### src/rtl/cpustat_pkg.sv
package cpustat_pkg;

    localparam int DATA_W   = 8;
    localparam int ADDR_W   = 8;
    localparam int SP_W     = 4;
    localparam int STAT_W   = 6;

    localparam int B_STKAV  = 5;
    localparam int B_GLINTD = 4;
    localparam int B_TO     = 3;
    localparam int B_PD     = 2;
    localparam int B_POR    = 1;
    localparam int B_BOR    = 0;

    localparam logic [ADDR_W-1:0] CSR_ADDR = 8'h06;

    typedef struct packed {
        logic stkav;
        logic glintd;
        logic to;
        logic pd;
        logic por;
        logic bor;
    } stat_t;

    localparam stat_t STAT_POR = '{stkav: 1'b1, glintd: 1'b1, to: 1'b1,
                                   pd: 1'b1, por: 1'b0, bor: 1'b0};

endpackage

### src/rtl/cpustat_stk_mon.sv
module cpustat_stk_mon #(
    parameter int SP_W = 4
) (
    input  logic            stk_push_i,
    input  logic [SP_W-1:0] stk_ptr_i,
    output logic            ovf_o
);
    localparam logic [SP_W-1:0] TOP      = {SP_W{1'b1}};
    localparam logic [SP_W-1:0] BELOW_TOP = TOP - 1'b1;

    // Pointer reaches the top entry or wraps past it.
    always_comb begin
        ovf_o = stk_push_i && ((stk_ptr_i == BELOW_TOP) || (stk_ptr_i == TOP));
    end
endmodule

### src/rtl/cpustat_rd_mux.sv
module cpustat_rd_mux
    import cpustat_pkg::*;
#(
    parameter int                ADDR_W_P = 8,
    parameter int                DATA_W_P = 8,
    parameter logic [ADDR_W_P-1:0] HIT_ADDR = 8'h06
) (
    input  logic [ADDR_W_P-1:0] rd_addr_i,
    input  stat_t               stat_i,
    output logic [DATA_W_P-1:0] rd_data_o
);
    localparam int PAD_W = DATA_W_P - STAT_W;

    logic [DATA_W_P-1:0] image;

    generate
        if (PAD_W > 0) begin : g_pad
            assign image = {{PAD_W{1'b0}}, stat_i};
        end else begin : g_nopad
            assign image = stat_i[DATA_W_P-1:0];
        end
    endgenerate

    always_comb begin
        rd_data_o = (rd_addr_i == HIT_ADDR) ? image : '0;
    end
endmodule

### src/rtl/cpu_status_reg.sv
module cpu_status_reg
    import cpustat_pkg::*;
(
    input  logic              clk,
    input  logic              rst_n,
    input  logic              wr_en_i,
    input  logic [ADDR_W-1:0] wr_addr_i,
    input  logic [DATA_W-1:0] wr_data_i,
    input  logic [ADDR_W-1:0] rd_addr_i,
    output logic [DATA_W-1:0] rd_data_o,
    input  logic              bor_rst_i,
    input  logic              ext_rst_i,
    input  logic              wdt_timeout_i,
    input  logic              clrwdt_i,
    input  logic              sleep_i,
    input  logic              stk_push_i,
    input  logic [SP_W-1:0]   stk_ptr_i,
    output logic              glint_dis_o
);
    stat_t state_d, state_q;
    logic  wr_hit;
    logic  stk_ovf;
    logic  wdt_reset;
    logic  dev_reset;

    cpustat_stk_mon #(.SP_W(SP_W)) u_stk (
        .stk_push_i (stk_push_i),
        .stk_ptr_i  (stk_ptr_i),
        .ovf_o      (stk_ovf)
    );

    cpustat_rd_mux #(
        .ADDR_W_P (ADDR_W),
        .DATA_W_P (DATA_W),
        .HIT_ADDR (CSR_ADDR)
    ) u_rd (
        .rd_addr_i (rd_addr_i),
        .stat_i    (state_q),
        .rd_data_o (rd_data_o)
    );

    // Next-state logic: software first, then hardware in rising priority.
    always_comb begin
        wr_hit    = wr_en_i && (wr_addr_i == CSR_ADDR);
        wdt_reset = wdt_timeout_i && state_q.pd;
        dev_reset = bor_rst_i || ext_rst_i || wdt_reset;
        state_d   = state_q;

        if (wr_hit) begin
            state_d.glintd = wr_data_i[B_GLINTD];
            state_d.por    = wr_data_i[B_POR];
            state_d.bor    = wr_data_i[B_BOR];
        end

        if (clrwdt_i) begin
            state_d.to = 1'b1;
            state_d.pd = 1'b1;
        end
        if (sleep_i) begin
            state_d.pd = 1'b0;
        end
        if (wdt_timeout_i) begin
            state_d.to = 1'b0;
        end
        if (stk_ovf) begin
            state_d.stkav = 1'b0;
        end

        if (dev_reset) begin
            state_d.stkav  = 1'b1;
            state_d.glintd = 1'b1;
        end
        if (bor_rst_i) begin
            state_d.to  = 1'b1;
            state_d.pd  = 1'b1;
            state_d.bor = 1'b0;
        end
    end

    always_ff @(posedge clk or negedge rst_n) begin
        if (!rst_n) begin
            state_q <= STAT_POR;
        end else begin
            state_q <= state_d;
        end
    end

    assign glint_dis_o = state_q.glintd;

endmodule

### config.mk
export PLATFORM = sky130hd
export DESIGN_NAME = cpu_status_reg
export DESIGN_NICKNAME = d
export VERILOG_FILES = /design/src/rtl/cpustat_pkg.sv /design/src/rtl/cpustat_stk_mon.sv /design/src/rtl/cpustat_rd_mux.sv /design/src/rtl/cpu_status_reg.sv
export SDC_FILE = /design/constraint.sdc
export NUM_CORES = 1
export LEC_CHECK = 0
export BUFFER_PORTS_ARGS = -buffer_cell sky130_fd_sc_hd__buf_2
export CAP_MARGIN = 15
export CORE_AREA = 4 4 44 46
export CTS_CLUSTER_SIZE = 12
export DETAILED_ROUTE_END_ITERATION = 16
export DIE_AREA = 0 0 48 50
export PLACE_DENSITY = 0.8
export SLEW_MARGIN = 5
export SYNTH_ARGS = -nofsm -noshare
export SYNTH_HDL_FRONTEND = slang
export SYNTH_HIERARCHICAL = 1
export SYNTH_SLANG_ARGS = --single-unit
### constraint.sdc
create_clock -name clk -period 1.2 [get_ports clk]
set_clock_uncertainty 0.1 [all_clocks]
set_input_delay 0.18 -clock clk [delete_from_list [all_inputs] [get_ports clk]]
set_output_delay 0.18 -clock clk [all_outputs]
set_load 0.1 [all_outputs]
==> results.sh <==
export IMPL_status="finished with violations"
export IMPL_violations="negative setup slack"
export IMPL_dieArea_um2=2400
export IMPL_drt_pass1_iter_count=1
export IMPL_criticalPathCategory="input pin to output pin"
export IMPL_die_w_um=48
export IMPL_grt_pass1_vias=488
export IMPL_drive_above_1_share=0.6813
export IMPL_grt_first_pass_wirelength_mm=1.869
export IMPL_port_buffers=37
export IMPL_syn_area_per_cell_um2=10.32
export IMPL_n_antenna_cell=0
export IMPL_worst_hold_slack_ps=68.83
export IMPL_num_vias=470
export IMPL_fin_setup_tns_ps=-2830
export IMPL_ys_warn_count=6
export IMPL_internal_power_mw=0.4105
export IMPL_route_detailed_drc=0
export IMPL_start_util=0.3015
export IMPL_required_ps=920
export IMPL_gp_congestion=0.6812
export IMPL_fin_crit_sh=1.372
export IMPL_path_clk_slew_ps=40
export IMPL_yosysUniqueCellTypes=25
export IMPL_worst_path_max_fanout=6
export IMPL_synth_top_area_cell="dfstp_2"
export IMPL_core_area_um2=1506
export IMPL_ff2ff_path_depth=4
export IMPL_start_kind="input pin"
export IMPL_p_per_area_nw_per_um2=622.2
export IMPL_maxSlewViolCount=0
export IMPL_synthTopCellsByArea="dfstp_2, dfrtp_1, nor3_2"
export IMPL_hp_class="input pin to flip-flop"
export IMPL_worst_r2r_setup_slack_ps=30
export IMPL_ant_nets=0
export IMPL_maxCapViolCount=0
export IMPL_cts_buffer_depth=2
export IMPL_fillers=134
export IMPL_seqPwrFrac=0.384
export IMPL_ys_seq_area_frac=0.3416
export IMPL_post_drt_via_cell_ratio=4.393
export IMPL_area_growth_pct=99.45
export IMPL_antenna_found_initial=0
export IMPL_final_common_cell="buf_2"
export IMPL_vdd_drop_max_mv=0.4547
export IMPL_pwr_share_clk=0.359
export IMPL_setup_viol=7
export IMPL_grt_setup_unrepaired="true"
export IMPL_cts_htree_levels=1
export IMPL_switchingPower_mw=0.1531
export IMPL_grt_max_degree=7
export IMPL_pre_cts_slack_ps=-469.4
export IMPL_critPathCaptureType="output pin"
export IMPL_synth_seq_cells=6
export IMPL_grt_ovfl_total=0
export IMPL_final_cell_mix="buf_2, buf_12, inv_1"
export IMPL_hold_violations=0
export IMPL_synth_top_area_share=0.2314
export IMPL_p_sw_frac=0.2717
export IMPL_max_freq_mhz=607.2
export IMPL_dp_hpwl_mm=1.051
export IMPL_routed_wl_mm=1.179
export IMPL_cts_root_buffer="clkbuf_4"
export IMPL_power_mw=0.5636
export IMPL_final_setup_worst_slack_ps=-446.9
export IMPL_min_period_ps=1647
export IMPL_clkSinkCount=6
export IMPL_die_h_um=50
export IMPL_cellLeakagePower_nw=0.4657
export IMPL_cts_buffers=3
export IMPL_cts_tree="built"
export IMPL_min_path_cells=2
export IMPL_syn_inst=44
export IMPL_combinationalPowerShare=0.258
export IMPL_ios=46
export IMPL_clk_latency_ps=250
export IMPL_nets=129
export IMPL_dr_first_iter_drc_count=0
export IMPL_detail_route_wl_per_cell_um=11.02
export IMPL_std_cell_rows=14
export IMPL_cp_arrival_ps=1370
export IMPL_grt_usage=0.1090
export IMPL_syn_area_um2=454.2
-- area by class of cell --
class	count	area [um^2]	area share
flip-flops and latches	6	158.9	0.1754
well taps	16	20.02	0.02210
clock buffers	4	26.28	0.02901
inverters	8	30.03	0.03315
repair buffers	46	394.1	0.4351
multi-input cells	27	276.5	0.3052
-- metal layers --
layer	vias up	wire [um]	track usage
met5	-	0	0
li1	239	-	-
met3	3	107	0.03273
met2	22	656	0.1938
met1	206	392	0.1060
met4	0	23	0.05381
-- logic make-up after synthesis --
kind of cell | synth area share
buffers and inverters | 0.1350
muxes | 0.05509
other | 0.008257
AOI/OAI and AO/OA | 0.07713
and+or+nand+nor | 0.3829
DFF | 0.3416
-- power by group through the flow --
| stage | clock network [mW] | logic [mW] | registers [mW] |
|---|---|---|---|
| after global placement | 0 | 0.128 | 0.218 |
| after CTS | 0.215 | 0.141 | 0.216 |
| after detailed placement | 0 | 0.131 | 0.219 |
| after floorplan | 0 | 0.0717 | 0.218 |
| after global routing | 0.229 | 0.157 | 0.216 |
| final | 0.202 | 0.145 | 0.216 |
-- registers in the layout, indices dropped and copies added (netlist names) --
name         cells
glint_dis_o      1
state_q          5
-- cells in the mapped netlist --
master and n:
o211ai_1 1, or4b_4 1, a211oi_1 1, nand2b_1 2
and3_4 1, inv_1 8, buf_4 2, and4_1 1
nand4_1 1, nor3b_1 1, nor3_2 5, dfrtp_1 2
buf_2 1, buf_6 1, nor2_1 2, nor3_4 1
mux2i_1 1, mux2_4 1, nor4b_4 1, nor2b_1 1
or4b_1 1, o21ai_1 1, dfstp_2 4, conb_1 1
o21bai_1 2
-- final timing paths --
kind	from	to
hold / removal	wr_data_i[1]	state_q[1]
setup reg to reg	glint_dis_o	glint_dis_o
hold reg to reg	state_q[5]	state_q[5]
min in group asynchronous	rst_n	state_q[1]
setup / recovery	rd_addr_i[0]	rd_data_o[2]
max in group asynchronous	rst_n	state_q[3]
-- per-stage QoR --
step / cells / utilization / area (um^2)
finish: 107 / 0.6013 / 905.9
global route: 107 / 0.6013 / 905.9
CTS: 106 / 0.5839 / 879.6
detailed placement: 99 / 0.5374 / 809.5
global placement: 99 / 0.5374 / 809.5
floorplan: 45 / - / 493.0
-- what timing repair did --
item,in CTS,in global routing
gates resized for setup,3,5
buffers inserted,0,2
pin swaps,7,5
setup endpoints to repair,7,7
endpoints found under the hold margin,8,0
hold buffers,3,0
-- critical path, stage by stage --
cell    delay (ps)
buf_6           90
or4b_4         540
buf_12         170
nor3_4         190
buf_12         200
Power figures use the tool's default switching activity.
